`config.mk`:
```
export PLATFORM = sky130hd
export DESIGN_NAME = hsem_ctrl
export DESIGN_NICKNAME = d
export VERILOG_FILES = /design/src/rtl/hsem_pkg.sv /design/src/rtl/hsem_addr_dec.sv /design/src/rtl/hsem_linkram.sv /design/src/rtl/hsem_ctrl.sv
export SDC_FILE = /design/constraint.sdc
export NUM_CORES = 1
export LEC_CHECK = 0
export BUFFER_PORTS_ARGS = -buffer_cell sky130_fd_sc_hd__buf_2
export CAP_MARGIN = 20
export CORE_ASPECT_RATIO = 0.8
export CORE_MARGIN = 8
export CORE_UTILIZATION = 58
export CTS_BUF_LIST = sky130_fd_sc_hd__clkbuf_4 sky130_fd_sc_hd__clkbuf_8
export DETAILED_ROUTE_END_ITERATION = 10
export GPL_ROUTABILITY_DRIVEN = 0
export MAX_ROUTING_LAYER = met4
export PLACE_DENSITY = 0.8
export SETUP_SLACK_MARGIN = 0.05
export SLEW_MARGIN = 15
export SYNTH_ARGS = -nofsm -noshare
export SYNTH_HDL_FRONTEND = slang
export SYNTH_HIERARCHICAL = 1
export SYNTH_SLANG_ARGS = --single-unit
export TNS_END_PERCENT = 100
```
`constraint.sdc`:
```
create_clock -name clk -period 3.3 [get_ports clk]
set_input_delay 0.66 -clock clk [delete_from_list [all_inputs] [get_ports clk]]
set_output_delay 0.66 -clock clk [all_outputs]
set_load 0.03 [all_outputs]
```
`src/rtl/hsem_pkg.sv`:
```
package hsem_pkg;

    typedef enum logic [1:0] {
        OP_ACQ  = 2'd0,
        OP_REL  = 2'd1,
        OP_CFG  = 2'd2,
        OP_RSV  = 2'd3
    } op_e;

    typedef enum logic [1:0] {
        RS_GRANT = 2'd0,
        RS_BLOCK = 2'd1,
        RS_ERR   = 2'd2,
        RS_DONE  = 2'd3
    } rsp_e;

    typedef enum logic [1:0] {
        FS_IDLE = 2'd0,
        FS_EXEC = 2'd1,
        FS_RESP = 2'd2
    } fsm_e;

endpackage

```
`src/rtl/hsem_addr_dec.sv`:
```
module hsem_addr_dec
    import hsem_pkg::*;
#(
    parameter int NUM_SEM = 4,
    parameter int TID_W   = 3,
    parameter int SEM_W   = 2,
    localparam int ADDR_W = 2 + TID_W + SEM_W
) (
    input  logic [ADDR_W-1:0] addr,
    output op_e               op,
    output logic [TID_W-1:0]  tid,
    output logic [SEM_W-1:0]  sem,
    output logic              sem_ok
);

    assign op     = op_e'(addr[1:0]);
    assign tid    = addr[2 +: TID_W];
    assign sem    = addr[2+TID_W +: SEM_W];
    assign sem_ok = (32'(sem) < NUM_SEM);

endmodule

```
`src/rtl/hsem_linkram.sv`:
```
module hsem_linkram #(
    parameter int NUM_THR = 8,
    parameter int TID_W   = 3
) (
    input  logic             clk,
    input  logic             we,
    input  logic [TID_W-1:0] waddr,
    input  logic [TID_W-1:0] wdata,
    input  logic [TID_W-1:0] raddr,
    output logic [TID_W-1:0] rdata
);

    logic [TID_W-1:0] nxt_mem [NUM_THR];

    always_ff @(posedge clk) begin
        if (we) begin
            nxt_mem[waddr] <= wdata;
        end
    end

    assign rdata = nxt_mem[raddr];

endmodule

```
`src/rtl/hsem_ctrl.sv`:
```
module hsem_ctrl
    import hsem_pkg::*;
#(
    parameter int NUM_SEM = 4,
    parameter int NUM_THR = 8,
    parameter int CNT_W   = 4,
    localparam int SEM_W  = (NUM_SEM > 1) ? $clog2(NUM_SEM) : 1,
    localparam int TID_W  = (NUM_THR > 1) ? $clog2(NUM_THR) : 1,
    localparam int ADDR_W = 2 + TID_W + SEM_W
) (
    input  logic              clk,
    input  logic              rst,
    input  logic              bus_req,
    input  logic [ADDR_W-1:0] bus_addr,
    input  logic [CNT_W:0]    bus_wdata,
    output logic              bus_ack,
    output logic [1:0]        bus_rdata,
    output logic              tm_valid,
    output logic [TID_W-1:0]  tm_tid
);

    localparam logic [CNT_W-1:0] CNT_MAX = {CNT_W{1'b1}};

    typedef struct packed {
        logic             is_mutex;
        logic             locked;
        logic [TID_W-1:0] owner;
        logic [CNT_W-1:0] cnt;
        logic [TID_W-1:0] head;
        logic [TID_W-1:0] tail;
        logic [TID_W:0]   qlen;
    } entry_t;

    typedef struct packed {
        fsm_e             fsm;
        op_e              op;
        logic [SEM_W-1:0] sem;
        logic             sem_ok;
        logic [TID_W-1:0] tid;
        logic [CNT_W:0]   wd;
        logic             ack;
        rsp_e             rsp;
        logic             tmv;
        logic [TID_W-1:0] tmid;
    } ctl_t;

    localparam entry_t ENTRY_RST = '{is_mutex: 1'b1, default: '0};

    ctl_t               ctl_d, ctl_q;
    entry_t             tab_d [NUM_SEM];
    entry_t             tab_q [NUM_SEM];
    logic [NUM_THR-1:0] blk_d, blk_q;
    entry_t             cur_e;

    op_e                dec_op;
    logic [TID_W-1:0]   dec_tid;
    logic [SEM_W-1:0]   dec_sem;
    logic               dec_sem_ok;

    logic               lr_we;
    logic [TID_W-1:0]   lr_waddr, lr_wdata, lr_rdata;
    logic               do_enq, do_deq;

    hsem_addr_dec #(
        .NUM_SEM (NUM_SEM),
        .TID_W   (TID_W),
        .SEM_W   (SEM_W)
    ) u_dec (
        .addr    (bus_addr),
        .op      (dec_op),
        .tid     (dec_tid),
        .sem     (dec_sem),
        .sem_ok  (dec_sem_ok)
    );

    hsem_linkram #(
        .NUM_THR (NUM_THR),
        .TID_W   (TID_W)
    ) u_link (
        .clk     (clk),
        .we      (lr_we),
        .waddr   (lr_waddr),
        .wdata   (lr_wdata),
        .raddr   (cur_e.head),
        .rdata   (lr_rdata)
    );

    assign cur_e = ctl_q.sem_ok ? tab_q[ctl_q.sem] : ENTRY_RST;

    // Decide the operation outcome during FS_EXEC.
    always_comb begin
        ctl_d     = ctl_q;
        tab_d     = tab_q;
        blk_d     = blk_q;
        ctl_d.ack = 1'b0;
        ctl_d.tmv = 1'b0;
        do_enq    = 1'b0;
        do_deq    = 1'b0;
        lr_we     = 1'b0;
        lr_waddr  = cur_e.tail;
        lr_wdata  = ctl_q.tid;

        case (ctl_q.fsm)
            FS_IDLE: begin
                if (bus_req) begin
                    ctl_d.fsm    = FS_EXEC;
                    ctl_d.op     = dec_op;
                    ctl_d.tid    = dec_tid;
                    ctl_d.sem    = dec_sem;
                    ctl_d.sem_ok = dec_sem_ok;
                    ctl_d.wd     = bus_wdata;
                end
            end
            FS_EXEC: begin
                ctl_d.fsm = FS_RESP;
                ctl_d.ack = 1'b1;
                ctl_d.rsp = RS_ERR;
                if (ctl_q.sem_ok) begin
                    entry_t e;
                    e = cur_e;
                    case (ctl_q.op)
                        OP_ACQ: begin
                            if (blk_q[ctl_q.tid]) begin
                                ctl_d.rsp = RS_ERR;
                            end else if (e.is_mutex) begin
                                if (!e.locked) begin
                                    e.locked  = 1'b1;
                                    e.owner   = ctl_q.tid;
                                    ctl_d.rsp = RS_GRANT;
                                end else if (e.owner != ctl_q.tid) begin
                                    do_enq = 1'b1;
                                end
                            end else if (e.cnt != '0) begin
                                e.cnt     = e.cnt - 1'b1;
                                ctl_d.rsp = RS_GRANT;
                            end else begin
                                do_enq = 1'b1;
                            end
                        end
                        OP_REL: begin
                            if (e.is_mutex) begin
                                if (e.locked && (e.owner == ctl_q.tid)) begin
                                    ctl_d.rsp = RS_DONE;
                                    if (e.qlen != '0) begin
                                        do_deq  = 1'b1;
                                        e.owner = e.head;
                                    end else begin
                                        e.locked = 1'b0;
                                    end
                                end
                            end else if (e.qlen != '0) begin
                                do_deq    = 1'b1;
                                ctl_d.rsp = RS_DONE;
                            end else if (e.cnt != CNT_MAX) begin
                                e.cnt     = e.cnt + 1'b1;
                                ctl_d.rsp = RS_DONE;
                            end
                        end
                        OP_CFG: begin
                            if (e.qlen == '0) begin
                                e.is_mutex = ctl_q.wd[CNT_W];
                                e.cnt      = ctl_q.wd[CNT_W-1:0];
                                e.locked   = 1'b0;
                                e.owner    = '0;
                                ctl_d.rsp  = RS_DONE;
                            end
                        end
                        default: ctl_d.rsp = RS_ERR;
                    endcase

                    if (do_enq) begin
                        if (e.qlen == '0) begin
                            e.head = ctl_q.tid;
                        end else begin
                            lr_we = 1'b1;
                        end
                        e.tail              = ctl_q.tid;
                        e.qlen              = e.qlen + 1'b1;
                        blk_d[ctl_q.tid]    = 1'b1;
                        ctl_d.rsp           = RS_BLOCK;
                    end
                    if (do_deq) begin
                        ctl_d.tmv           = 1'b1;
                        ctl_d.tmid          = cur_e.head;
                        blk_d[cur_e.head]   = 1'b0;
                        e.head              = lr_rdata;
                        e.qlen              = e.qlen - 1'b1;
                    end
                    tab_d[ctl_q.sem] = e;
                end
            end
            default: begin
                ctl_d.fsm = FS_IDLE;
            end
        endcase
    end

    always_ff @(posedge clk) begin
        if (rst) begin
            ctl_q <= '0;
            blk_q <= '0;
            for (int i = 0; i < NUM_SEM; i++) begin
                tab_q[i] <= ENTRY_RST;
            end
        end else begin
            ctl_q <= ctl_d;
            blk_q <= blk_d;
            tab_q <= tab_d;
        end
    end

    assign bus_ack   = ctl_q.ack;
    assign bus_rdata = ctl_q.rsp;
    assign tm_valid  = ctl_q.tmv;
    assign tm_tid    = ctl_q.tmid;

    logic [1:0]       cur_op;
    logic [TID_W-1:0] cur_tid;
    assign cur_op  = ctl_q.op;
    assign cur_tid = ctl_q.tid;

endmodule

```
## After elaboration in Yosys (flattened, before gate mapping)

Memories as Yosys holds them, arrays and structs flattened.
Cells that the tools add are included.

- Reduce and logical (&&, ||, !) cells: 13
- Equal/unequal tests: 7
- Bitwise logic cells: 6
- Muxes and demuxes: 82
- $lt $le $gt $ge: 6
- $add $sub $neg: 4

Operators by type and width:

| cell | count |
|---|---|
| $bwmux 76 | 1 |
| $mux 19 | 4 |
| $mux 8 | 7 |
| $mux 4 | 12 |
| $bmux 19 s2 | 1 |
| $demux 19 s2 | 1 |
| $mux 1 | 31 |
| $mux 10 | 3 |
| $pmux 8 s3 | 1 |
| $mux 3 | 6 |
| $mux 15 | 1 |
| $mux 2 | 6 |
| $mux 9 | 1 |
| $add 4x1->4 const B | 2 |
| $and 8x8->8 | 1 |
| $lt 3x4->1 const B | 2 |
| $not 8->8 | 1 |
| $or 8x8->8 | 1 |
| $reduce_bool 4->1 | 2 |
| $sub 4x1->4 const B | 2 |
| $mux 7 | 1 |
| $demux 1 s3 | 2 |
| $ge 3x1->1 const B | 2 |
| $mux 6 | 1 |
| other kinds (19) | 26 |

- Bits in registers: 106
- Input port bits: 15
- Bits in writable memories: 24
- Output and inout port bits: 7
- Logic and storage cells: 158
- Memories kept: 1

Memory list:

| name | depth | width | read ports | clocked after Yosys merged registers in | write ports | RTL line | text |
|---|---|---|---|---|---|---|---|
| u_link.nxt_mem | 8 | 3 | 1 | 0 | 1 | hsem_linkram.sv:13 | `logic [TID_W-1:0] nxt_mem [NUM_THR];` |

## Logic depth before layout (Yosys ltp)

Gate-level depths: netlist (run 1).

- Depth in word-level cells: 21
- Depth in mapped cells: 17
- Gate-level depth less buffers: 14

## Hierarchy

The synthesis (run 1) kept the hierarchy.

Modules (own cells, without submodules):

| module | seq. area each (um^2) | area an instance (um^2) | instances | cells each |
|---|---|---|---|---|
| hsem_ctrl | 2122.0 | 5569.1 | 1 | 653 |
| hsem_linkram | 720.7 | 982.2 | 1 | 47 |
| hsem_addr_dec | 0.0 | 63.8 | 1 | 9 |

## Least setup slack after synthesis (run 1)

OpenSTA, ideal clock, no wires.

- Path kind: flip-flop to flip-flop
- From: reg ctl_q[16] in the netlist's numbering
- To: reg tab_q[2] in the netlist's numbering
- Required time: 3.168 ns
- Path buffers: 2
- Library setup time: 0.132 ns
- Stages on the path, launching flop included: 17
- Period minus slack after synthesis: 3.557 ns
- Arrival: 3.424 ns
- Path slack: -0.257 ns
- Path through: dfxtp_1 -> buf_2 -> buf_2 -> mux4_2 -> and2_1 -> inv_1 -> ha_1 -> and3_1 -> a211oi_4 -> nor2_2 -> xnor2_1 -> ha_1 -> inv_1 -> a211oi_1 -> xnor3_1 -> nand2_1 -> a21oi_1

- Cells in the longest elaborated chain, start to end: 21
- Elaborated cells between the ends (all ways): 38
- Classes of those cells: 2 x add/sub; 2 x order compare; 2 x eq/ne; 27 x mux; 1 x bitwise; 4 x reduce/logical

Ends and longest elaborated chain:

| element | RTL line | text |
|---|---|---|
| start, declared | hsem_ctrl.sv:49 | `ctl_t ctl_d, ctl_q;` |
| start signal, assigned | hsem_ctrl.sv:206 | `ctl_q <= ctl_d;` |
| $not 2->3 (not written as such) * | hsem_ctrl.sv:88, hsem_ctrl.sv:189 |  |
| $bmux 19 s2 | hsem_ctrl.sv:88 | `assign cur_e = ctl_q.sem_ok ? tab_q[ctl_q.sem] : ENTRY_RST;` |
| $mux 19 (not written as such) (2 in a row) | hsem_ctrl.sv:88 |  |
| $mux 19 | hsem_ctrl.sv:88 |  |
| $ne 3x3->1 | hsem_ctrl.sv:130 | `end else if (e.owner != ctl_q.tid) begin` |
| $mux 1 | hsem_ctrl.sv:130 |  |
| $mux 1 | hsem_ctrl.sv:126 | `if (!e.locked) begin` |
| $mux 1 | hsem_ctrl.sv:125 | `end else if (e.is_mutex) begin` |
| (+4 left out) | -- |  |
| $mux 10 | hsem_ctrl.sv:171 | `if (do_enq) begin` |
| $mux 10 | hsem_ctrl.sv:118 | `if (ctl_q.sem_ok) begin` |
| $mux 10 | hsem_ctrl.sv:103 | `case (ctl_q.fsm)` |
| $sub 4x1->4 | hsem_ctrl.sv:187 | `e.qlen = e.qlen - 1'b1;` |
| $mux 4 | hsem_ctrl.sv:182 | `if (do_deq) begin` |
| $mux 4 | hsem_ctrl.sv:118 |  |
| $mux 4 | hsem_ctrl.sv:103 |  |
| $bwmux 76 * | hsem_ctrl.sv:189 | `tab_d[ctl_q.sem] = e;` |
| end signal, assigned | hsem_ctrl.sv:208 | `tab_q <= tab_d;` |
| end, declared | hsem_ctrl.sv:51 | `entry_t tab_q [NUM_SEM];` |

Every way passes the cells marked *; elsewhere a longest branch is shown, timed or not. The select of a mux whose other input is x is not followed.
A chain may end at the register's enable or synchronous reset.

## Worst setup path after layout (run 1)

- From: reg ctl_q[17] in the netlist's numbering
- To: reg tab_q[7] in the netlist's numbering

- Elaborated cells between the ends (all ways): 39
- Classes of those cells: 2 x order compare; 2 x eq/ne; 28 x mux; 1 x bitwise; 5 x reduce/logical; 1 x memory

RTL lines:

| element | RTL line | text |
|---|---|---|
| $not 2->3 (not written as such) | hsem_ctrl.sv:88 |  |
| $bmux 19 s2 | hsem_ctrl.sv:88 |  |
| $mux 19 (not written as such) (2 in a row) | hsem_ctrl.sv:88 |  |
| $mux 19 | hsem_ctrl.sv:88 |  |
| $mem_v2 8x3 | -- |  |
| net lr_rdata[0] | hsem_ctrl.sv:61 | `logic [TID_W-1:0] lr_waddr, lr_wdata, lr_rdata;` |
| $mux 3 | hsem_ctrl.sv:182 |  |
| $mux 3 | hsem_ctrl.sv:118 |  |
| $mux 3 | hsem_ctrl.sv:103 |  |
| $bwmux 76 | hsem_ctrl.sv:189 |  |

The timed path passes the listed nets, and every way through them passes these cells. The select of a mux whose other input is x is not followed.

==> results of run 1 <==
## worst min path at each step
stage,startpoint,cells past startpoint,end
2_1_floorplan,tab_q[40],2,tab_q[40]
3_3_place_gp,tab_q[8],2,tab_q[8]
3_5_place_dp,tab_q[54],2,tab_q[54]
4_1_cts,bus_wdata[4],3,ctl_q[11]
5_1_grt,bus_addr[6],3,ctl_q[17]
6_report,bus_addr[6],3,ctl_q[17]
## routing by layer
layer	GRT usage (%)	part of all wire, %	up-vias
met5	-	0	-
li1	-	-	2629
met4	8.57	4.1	0
met1	30.6	40	2795
met2	38.5	46	374
met3	6.35	10	106
## registers in the layout (all words and copies together) (netlist names)
signal / flops
blk_q: 8
bus_ack: 1
bus_rdata: 2
ctl_q: 10
cur_op: 2
cur_tid: 3
tab_q: 76
tm_tid: 3
tm_valid: 1
u_link/nxt_mem: 24
## timing repair
action                                  4_1_cts  5_1_grt
endpoints found under the setup margin       14       52
gates cloned                                  0        1
pin swaps                                     1        3
resized for setup                             4       25
buffers inserted                              3        7
endpoints found under the hold margin         0        0
## power breakdown
part           total (uW)  internal [uW]  switching [uW]
Sequential           1650           1630            18.7
Clock                1450            788             659
Combinational         244           90.4             154
Total                3340           2510             831
## per-stage QoR
| step | hold WS, ps | cell area, um^2 | setup TNS (ps) | worst slack (ps) |
|---|---|---|---|---|
| 3_5_place_dp | 449 | 6980 | -211 | -48.5 |
| 4_1_cts | 437 | 7440 | 0 | 57.0 |
| 5_1_grt | 439 | 7620 | -37.6 | -30.9 |
| 3_3_place_gp | 439 | 6980 | 0 | 103 |
| 6_report | 425 | 7620 | 0 | 103 |
| 2_1_floorplan | 433 | 6650 | 0 | 58.8 |
## worst min-delay path, stage by stage
cell and delay, ps:
buf_2 100, nand2_1 50, a21oi_1 50
## cells by family after synthesis
logic type | Yosys count
buffers and inverters | 76
other | 1
AO/OA/AOI/OAI | 166
flip-flops | 130
AND/OR/NAND/NOR | 277
multiplexers | 43
adder cells (fa/ha/maj) | 9
XOR/XNOR | 7
## synth_stat cells (7+ instances only)
library cell | n | share of area (%)
nor3b_1 | 7 | 0.79
nand3_1 | 14 | 1.1
a211oi_1 | 45 | 5.1
a21oi_1 | 49 | 3.7
nor2_1 | 94 | 5.3
buf_4 | 13 | 1.5
nor3_1 | 18 | 1.4
a31oi_1 | 7 | 0.66
and2_1 | 10 | 0.95
inv_1 | 16 | 0.91
mux2i_1 | 10 | 1.5
nor2b_1 | 8 | 0.76
clkbuf_1 | 31 | 1.8
edfxtp_1 | 24 | 11
mux2_2 | 7 | 1.2
mux4_2 | 19 | 6.5
o21ai_0 | 16 | 1.2
dfxtp_1 | 106 | 32
nand2b_1 | 8 | 0.76
nand2_1 | 92 | 5.2
ha_1 | 9 | 1.7
## final cells by class
class                           instances  area (um^2)  area share [%]
Clock inverter                         12          156            2.05
Timing Repair Buffer                   75          563            7.38
Inverter                               16         62.6           0.820
Multi-Input combinational cell        503         3550            46.5
Tap cell                              148          185            2.43
Sequential cell                       130         2850            37.3
Clock buffer                           20          263            3.45
==> flow_summary_export.csv, run 1 <==
group,metric,value,unit
clock_tree,cts_buffers,17,
synth,yosys_warnings,6,
synth,synth_adder_area_share,1.70,%
sta,fmax,313,MHz
drt,wirelength,18700,um
clock_tree,clock-sinks,130,
clock_tree,clock_latency,460,ps
drt,drtAntennaViolNets,0,
worst_setup_path,critical_path_arrival,3500,ps
power_and_ir_drop,ir_worst_vdd,0.000312,V
grt,grt_max_degree,51,
worst_setup_path,r2r_cells,9,
clock_tree,cts-root-buf,"clkbuf_8",
synth,synthArstFlopShare,0,%
drt,drc_errors,0,
worst_setup_path,r2r-end,"tab_q[7]",
synth,synth-seq-area-share,43.0,%
synth,synth_nets,733,
cells_and_area,final_cell_mix,"104 x dfxtp_1, 93 x nor2_1, 89 x nand2_1, 50 x buf_4, 47 x a21oi_1",
synth,synth-compound-area-share,17.6,%
die,start_util,58.5,%
grt,first_global_vias,5673,
cells_and_area,drive_gt1_share,23.4,%
sta,setup_violations,0,
clock_tree,tritoncts,"yes",
clock_tree,cts_max_level,4,
sta,slew_violations,0,
grt,antenna_found_initial,0,
worst_setup_path,max_stage_delay,630,ps
grt,overflow,0,
hold_path,hold_path_class,"primary input to flip-flop",
power_and_ir_drop,p_leak,0.00261,uW
worst_setup_path,r2r_start,"ctl_q[17]",
grt,grt.total_usage,24.7,%
die,num_rows,35,
worst_setup_path,crit_path_start_kind,"flip-flop",
worst_setup_path,crit_buf_inv,2,
worst_setup_path,crit_chain,"clkbuf_16 -> buf_4 -> mux4_2 -> and2_1 -> mux4_1 -> mux2_2 -> a32o_1 -> a21oi_2 -> a211oi_1",
worst_setup_path,worst-setup-path-type,"flip-flop to flip-flop",
synth,syn_area,0.00662,mm^2
clock_tree,ctsLongestPathBuffers,2,
drt,dr.pass1.iters,6,
drt,vias_per_cell,6.53,
sta,relSlewSlack,46.3,%
worst_setup_path,worst-r2r-setup-slack,100,ps
synth,synth-edff-count,24,
worst_setup_path,end_kind,"flip-flop",
run_status,status,"finished clean",
die,dieWidth,135,um
worst_setup_path,cp_slowest_cell,"mux4_2",
clock_tree,cts.clk_slew.worst_paths,80,ps
synth,synth-xor-area-share,1.13,%
worst_setup_path,critical-path-top-delay-family,"multiplexers",
die,dieArea,0.0151,mm^2
worst_setup_path,cp_data_required_time,3610,ps
worst_setup_path,worstSetupStartpoint,"ctl_q[17]",
cells_and_area,area_growth,15.3,%
cells_and_area,postLayoutCoreUtil,67.5,%
worst_setup_path,cp-endpoint,"tab_q[7]",
sta,tightest_slew,801,ps
drt,wl_per_cell,20.6,um
sta,skew,15.2,ps
grt,grt_pass1_wl,29000,um
synth,synth_top_family_by_area,"simple AND/OR/NAND/NOR gates",
cells_and_area,antenna_cells,0,
drt,vias,5904,
die,io_pins,22,
synth,synth_area_per_cell,9.33,um^2
cells_and_area,nets,767,
placed_design,port_buffers,21,
sta,hold_viol,0,
power_and_ir_drop,powerDensity,438,mW/mm^2
synth,yosys.area_share.simple,19.2,%
sta,fin_crit_sh,96.9,%
run,drv_cap,0,
power_and_ir_drop,p_total,3340,uW
worst_setup_path,crit_fanout,11,
die,fp.dieH,112,um
sta,post-route-min-period,3200,ps
synth,synth_flop_cell,"dfxtp_1",
synth,ys_seq_elements,130,
worst_setup_path,cp.depth,9,
cells_and_area,nFillCells,871,
cells_and_area,stdcell_count,904,
cells_and_area,layout_commonest_cell,"dfxtp_1",
synth,yosysUniqueCellTypes,66,
synth,synth_cells,709,
synth,synthMuxAreaShare,11.8,%
placed_design,place_hpwl,12600,um
drt,drt-initial-drc-count,636,
placed_design,placed_cells,861,
clock_tree,holdBufCountCts,0,
sta,rsz0062_at_grt,"yes",
die,core,0.0113,mm^2
(Power assumes the default switching activity.)
==> run 2, diff against run 1 <==
--- a/config.mk
+++ b/config.mk
@@ -9,12 +9,12 @@
 export CAP_MARGIN = 20
 export CORE_ASPECT_RATIO = 0.8
 export CORE_MARGIN = 8
-export CORE_UTILIZATION = 58
+export CORE_UTILIZATION = 65
 export CTS_BUF_LIST = sky130_fd_sc_hd__clkbuf_4 sky130_fd_sc_hd__clkbuf_8
 export DETAILED_ROUTE_END_ITERATION = 10
 export GPL_ROUTABILITY_DRIVEN = 0
 export MAX_ROUTING_LAYER = met4
-export PLACE_DENSITY = 0.8
+export PLACE_DENSITY_LB_ADDON = 0.08
 export SETUP_SLACK_MARGIN = 0.05
 export SLEW_MARGIN = 15
 export SYNTH_ARGS = -nofsm -noshare
==> constraint.sdc (replaced) <==
create_clock -name clk -period 4 [get_ports clk]
set_input_delay 0.8 -clock clk [delete_from_list [all_inputs] [get_ports clk]]
set_output_delay 0.8 -clock clk [all_outputs]
set_load 0.03 [all_outputs]
==> flow_summary_export.csv, run 2 (same netlist as run 1, synthesis figures left out) <==
group,metric,value,unit
run_status,status,"finished clean",
grt,grt_max_degree,67,
clock_tree,cts_max_level,4,
power_and_ir_drop,ir_worst_vdd,0.000278,V
cells_and_area,layout_commonest_cell,"dfxtp_1",
clock_tree,cts.clk_slew.worst_paths,80,ps
worst_setup_path,critical_path_arrival,3970,ps
grt,first_global_vias,5272,
sta,timing.final.ws_setup,311,ps
sta,setup_violations,0,
sta,setup_tns,0,ps
cells_and_area,nets,730,
power_and_ir_drop,p_leak,0.00243,uW
placed_design,place_worst_setup_slack,277,ps
grt,antenna_found_initial,0,
hold_path,hold_path_class,"flip-flop to flip-flop",
worst_setup_path,cp_data_required_time,4280,ps
drt,drc_errors,0,
placed_design,dpl-instance-area,0.00675,mm^2
cells_and_area,drive_gt1_share,16.4,%
clock_tree,clock_latency,450,ps
power_and_ir_drop,powerDensity,396,mW/mm^2
drt,vias_per_cell,6.42,
sta,skew,13.3,ps
placed_design,port_buffers,21,
die,core,0.0101,mm^2
clock_tree,post_cts_resized,0,
cells_and_area,antenna_cells,0,
clock_tree,holdBufCountCts,0,
drt,drt-initial-drc-count,557,
die,io_pins,22,
cells_and_area,final_area,0.00723,mm^2
worst_setup_path,max_stage_delay,790,ps
sta,post-route-min-period,3690,ps
drt,drtAntennaViolNets,0,
sta,timing.hold.ws,457,ps
placed_design,place_hpwl,11600,um
run,drv_cap,0,
clock_tree,cts_setup_buffers,0,
worst_setup_path,crit_chain,"buf_12 -> mux4_2 -> inv_1 -> nor2_1 -> mux4_1 -> mux2_2 -> a32o_1 -> a21oi_1 -> a211oi_1",
cells_and_area,reg_top3,"tab_q (76), u_link/nxt_mem (24), ctl_q (10)",
drt,wl_per_cell,19.6,um
clock_tree,tritoncts,"yes",
sta,rsz0062_at_grt,"no",
grt,grt.total_usage,26.3,%
clock_tree,clock-sinks,130,
drt,wirelength,16900,um
worst_setup_path,end_kind,"flip-flop",
die,fp.dieH,106,um
die,start_util,65.7,%
worst_setup_path,worst-setup-path-type,"flip-flop to flip-flop",
worst_setup_path,crit_buf_inv,2,
cells_and_area,area_growth,9.34,%
die,num_rows,33,
clock_tree,cts_buffers,17,
clock_tree,ctsLongestPathBuffers,2,
worst_setup_path,critical-path-top-delay-family,"multiplexers",
power_and_ir_drop,p_total,2870,uW
die,dieArea,0.0137,mm^2
sta,hold_viol,0,
worst_setup_path,crit_fanout,20,
sta,fmax,271,MHz
drt,dr.pass1.iters,7,
clock_tree,cts-root-buf,"clkbuf_8",
sta,slew_violations,0,
grt,grt_pass1_wl,27200,um
sta,fin_crit_sh,92.2,%
drt,vias,5519,
cells_and_area,regMostFlops,"tab_q",
cells_and_area,largest_reg_flops,76,
die,dieWidth,129,um
worst_setup_path,cp_slowest_cell,"nor2_1",
grt,overflow,0,
sta,tightest_slew,1090,ps
worst_setup_path,crit_path_start_kind,"flip-flop",
cells_and_area,final_cell_mix,"105 x dfxtp_1, 94 x nor2_1, 92 x nand2_1, 49 x a21oi_1, 45 x a211oi_1",
sta,relSlewSlack,27.3,%
[run 2: layout make-up]
class                   instances  area, um^2
multi-input cells             503        3420
flip-flops and latches        130        2840
fillers                       788        2840
repair buffers                 38         260
clock buffers                  19         255
clock inverters                13         220
well taps                     140         175
inverters                      16        60.1
[run 2: final timing paths]
path / startpoint / endpoint / slack (ps) / depth (start not counted)
worst max-delay path: ctl_q[17] / tab_q[45] / 310 / 9
worst min-delay path: tm_tid[2] / tm_tid[2] / 460 / 2
worst max register to register: ctl_q[17] / tab_q[45] / 310 / 9
worst min register to register: tm_tid[2] / tm_tid[2] / 460 / 2
[run 2: stage by stage]
stage          std cells  utilization, %
6_report             859            71.8
5_1_grt              859            71.8
4_1_cts              859            71.7
3_5_place_dp         827            67.0
3_3_place_gp         827            67.0
2_1_floorplan        709               -
[run 2: per-layer routing]
layer  routed length, um  global-route usage, %  vias up
met2                7790                   39.5      272
met5                   0                      -        -
met4                 510                   11.5        0
met3                1370                   6.40       47
li1                    -                      -     2563
met1                7200                   33.2     2637
[run 2: worst register-to-register path, cell delays in order, from the launching register on]
cell and delay, ps:
dfxtp_1 460, buf_12 220, mux4_2 320, inv_1 110, nor2_1 790, mux4_1 670, mux2_2 280, a32o_1 220
a21oi_1 320, a211oi_1 130
[run 2: report_power, final]
group | internal (uW) | switching (uW) | total, uW
clock | 779 | 553 | 1330
combinational | 59.6 | 112 | 172
sequential | 1350 | 16.5 | 1360
total | 2180 | 682 | 2870
==> run 3, diff against run 2 <==
--- a/config.mk
+++ b/config.mk
@@ -19,6 +19,5 @@
 export SLEW_MARGIN = 15
 export SYNTH_ARGS = -nofsm -noshare
 export SYNTH_HDL_FRONTEND = slang
-export SYNTH_HIERARCHICAL = 1
 export SYNTH_SLANG_ARGS = --single-unit
 export TNS_END_PERCENT = 100
==> flow_summary_export.csv, run 3 <==
group,metric,value,unit
cells_and_area,drive_gt1_share,15.4,%
die,dieArea,0.0136,mm^2
drt,drc_errors,0,
clock_tree,cts_setup_buffers,0,
placed_design,port_buffers,21,
worst_setup_path,end_kind,"flip-flop",
cells_and_area,final_cell_mix,"116 x nand2_1, 106 x dfxtp_1, 82 x nor2_1, 65 x a21oi_1, 40 x a211oi_1",
worst_setup_path,critical_path_arrival,4020,ps
die,io_pins,22,
worst_setup_path,worst-setup-path-type,"flip-flop to flip-flop",
cells_and_area,largest_reg_flops,76,
die,dieWidth,129,um
worst_setup_path,worst-r2r-setup-slack,310,ps
sta,rsz0062_at_grt,"no",
worst_setup_path,crit_path_start_kind,"flip-flop",
worst_setup_path,r2r_start,"ctl_q[17]",
sta,post-route-min-period,3690,ps
power_and_ir_drop,powerDensity,377,mW/mm^2
clock_tree,cts-root-buf,"clkbuf_8",
grt,grt_max_degree,60,
hold_path,hold-path-cell-count,2,
power_and_ir_drop,ir_worst_vdd,0.000325,V
worst_setup_path,max_stage_delay,540,ps
grt,first_global_vias,5434,
synth,syn_area,0.00659,mm^2
drt,drtAntennaViolNets,0,
sta,relSlewSlack,54.6,%
grt,grt_pass1_wl,27700,um
die,core,0.0101,mm^2
drt,drt-initial-drc-count,658,
worst_setup_path,critical-path-top-delay-family,"simple AND/OR/NAND/NOR gates",
cells_and_area,reg_top3,"tab_q (76), u_link.nxt_mem (24), ctl_q (10)",
worst_setup_path,crit_buf_inv,1,
run_status,status,"finished clean",
drt,wl_per_cell,19.4,um
synth,synth-seq-area-share,43.1,%
sta,tightest_slew,677,ps
hold_path,hold_path_class,"flip-flop to flip-flop",
sta,fmax,271,MHz
worst_setup_path,crit_fanout,29,
cells_and_area,nets,756,
clock_tree,cts_max_level,4,
sta,timing.final.ws_setup,308,ps
sta,slew_violations,0,
sta,hold_viol,0,
synth,yosysUniqueCellTypes,73,
worst_setup_path,r2r-end,"tab_q[3]",
sta,skew,7.69,ps
clock_tree,clock_latency,440,ps
drt,vias,5632,
placed_design,place_worst_setup_slack,310,ps
grt,antenna_found_initial,0,
hold_path,min_to,"tab_q[71]",
synth,synth_top_area_cell,"dfxtp_1",
drt,wirelength,17100,um
clock_tree,holdBufCountCts,0,
die,start_util,65.4,%
worst_setup_path,cp_slowest_cell,"or4_4",
synth,synth_top_area_share,32.2,%
power_and_ir_drop,p_total,2690,uW
clock_tree,cts_buffers,17,
clock_tree,post_cts_resized,0,
worst_setup_path,cp_data_required_time,4330,ps
cells_and_area,antenna_cells,0,
clock_tree,cts.clk_slew.worst_paths,80,ps
clock_tree,tritoncts,"yes",
synth,synth_flop_cell,"dfxtp_1",
synth,synth_nets,754,
hold_path,hold_start,"tab_q[71]",
synth,synth_area_per_cell,9.03,um^2
synth,synth.most_common_cell,"nand2_1",
drt,vias_per_cell,6.36,
worst_setup_path,crit_chain,"buf_4 -> mux2i_1 -> o22a_1 -> or3_2 -> nand4_1 -> or3_4 -> or4_4 -> o211ai_4 -> nor3_1 -> a211o_1",
die,fp.dieH,106,um
grt,grt.total_usage,26.7,%
synth,synthArstFlopShare,0,%
drt,dr.pass1.iters,7,
synth,ys_seq_elements,130,
clock_tree,ctsLongestPathBuffers,2,
cells_and_area,regMostFlops,"tab_q",
synth,yosys-top-cells-count,"116 x nand2_1, 106 x dfxtp_1, 82 x nor2_1",
synth,synth_cells,730,
run,drv_cap,0,
sta,fin_crit_sh,92.3,%
synth,yosys_warnings,0,
synth,synth.area.top_cells,"dfxtp_1 32%, edfxtp_1 11%, nand2_1 6.6%",
die,num_rows,33,
sta,setup_tns,0,ps
cells_and_area,nFillCells,822,
worst_setup_path,worstSetupStartpoint,"ctl_q[17]",
sta,setup_violations,0,
synth,synth-edff-count,24,
cells_and_area,area_growth,8.32,%
grt,overflow,0,
power_and_ir_drop,p_leak,0.00247,uW
cells_and_area,layout_commonest_cell,"nand2_1",
placed_design,place_hpwl,11900,um
worst_setup_path,r2r_cells,10,
clock_tree,clock-sinks,130,
## run 3: power by group
group	internal (uW)	switching, uW
Sequential	1350	15.5
Combinational	65.7	123
Clock	614	528
## run 3: worst max path at each step
stage / endpoint / slack, ps / cells after the start
after floorplan: tab_q[2] / 100 / 16
after global placement: tab_q[2] / 450 / 14
after detailed placement: tab_q[21] / 310 / 14
after CTS: tab_q[2] / 250 / 14
after global routing: tab_q[2] / 140 / 14
final: tab_q[3] / 310 / 10
## run 3: metrics by stage
stage	util [%]	hold WS [ps]	std cells	area, um^2
2_1_floorplan	-	432	730	6590
3_3_place_gp	66.6	439	853	6710
3_5_place_dp	66.6	446	853	6710
4_1_cts	70.6	458	885	7110
5_1_grt	70.9	473	885	7140
6_report	70.9	457	885	7140
## run 3: per-layer routing
layer / up-vias / wire, um / global-route usage [%]
li1: 2614 / - / -
met1: 2712 / 7740 / 34.8
met2: 274 / 7660 / 38.5
met3: 32 / 1470 / 6.75
met4: 0 / 273 / 11.5
met5: - / 0 / -
## run 3: cell type report
type	count	area, um^2	area share, %
Clock buffer	21	283	3.96
Clock inverter	11	126	1.77
Inverter	12	45.0	0.631
Multi-Input combinational cell	534	3440	48.2
Sequential cell	130	2840	39.8
Tap cell	140	175	2.45
Timing Repair Buffer	37	229	3.21
## run 3: tightest hold or removal path: stages (launching register included)
cell	delay, ps
dfxtp_1	310
nand2_1	50
a21oi_1	50
## run 3: kinds of logic after synthesis
group | synth area share, %
AO/OA/AOI/OAI | 18.0
XOR/XNOR | 1.27
adder cells (fa/ha/maj) | 1.71
buffers and inverters | 5.16
flip-flops | 43.1
multiplexers | 9.19
AND/OR/NAND/NOR | 21.6
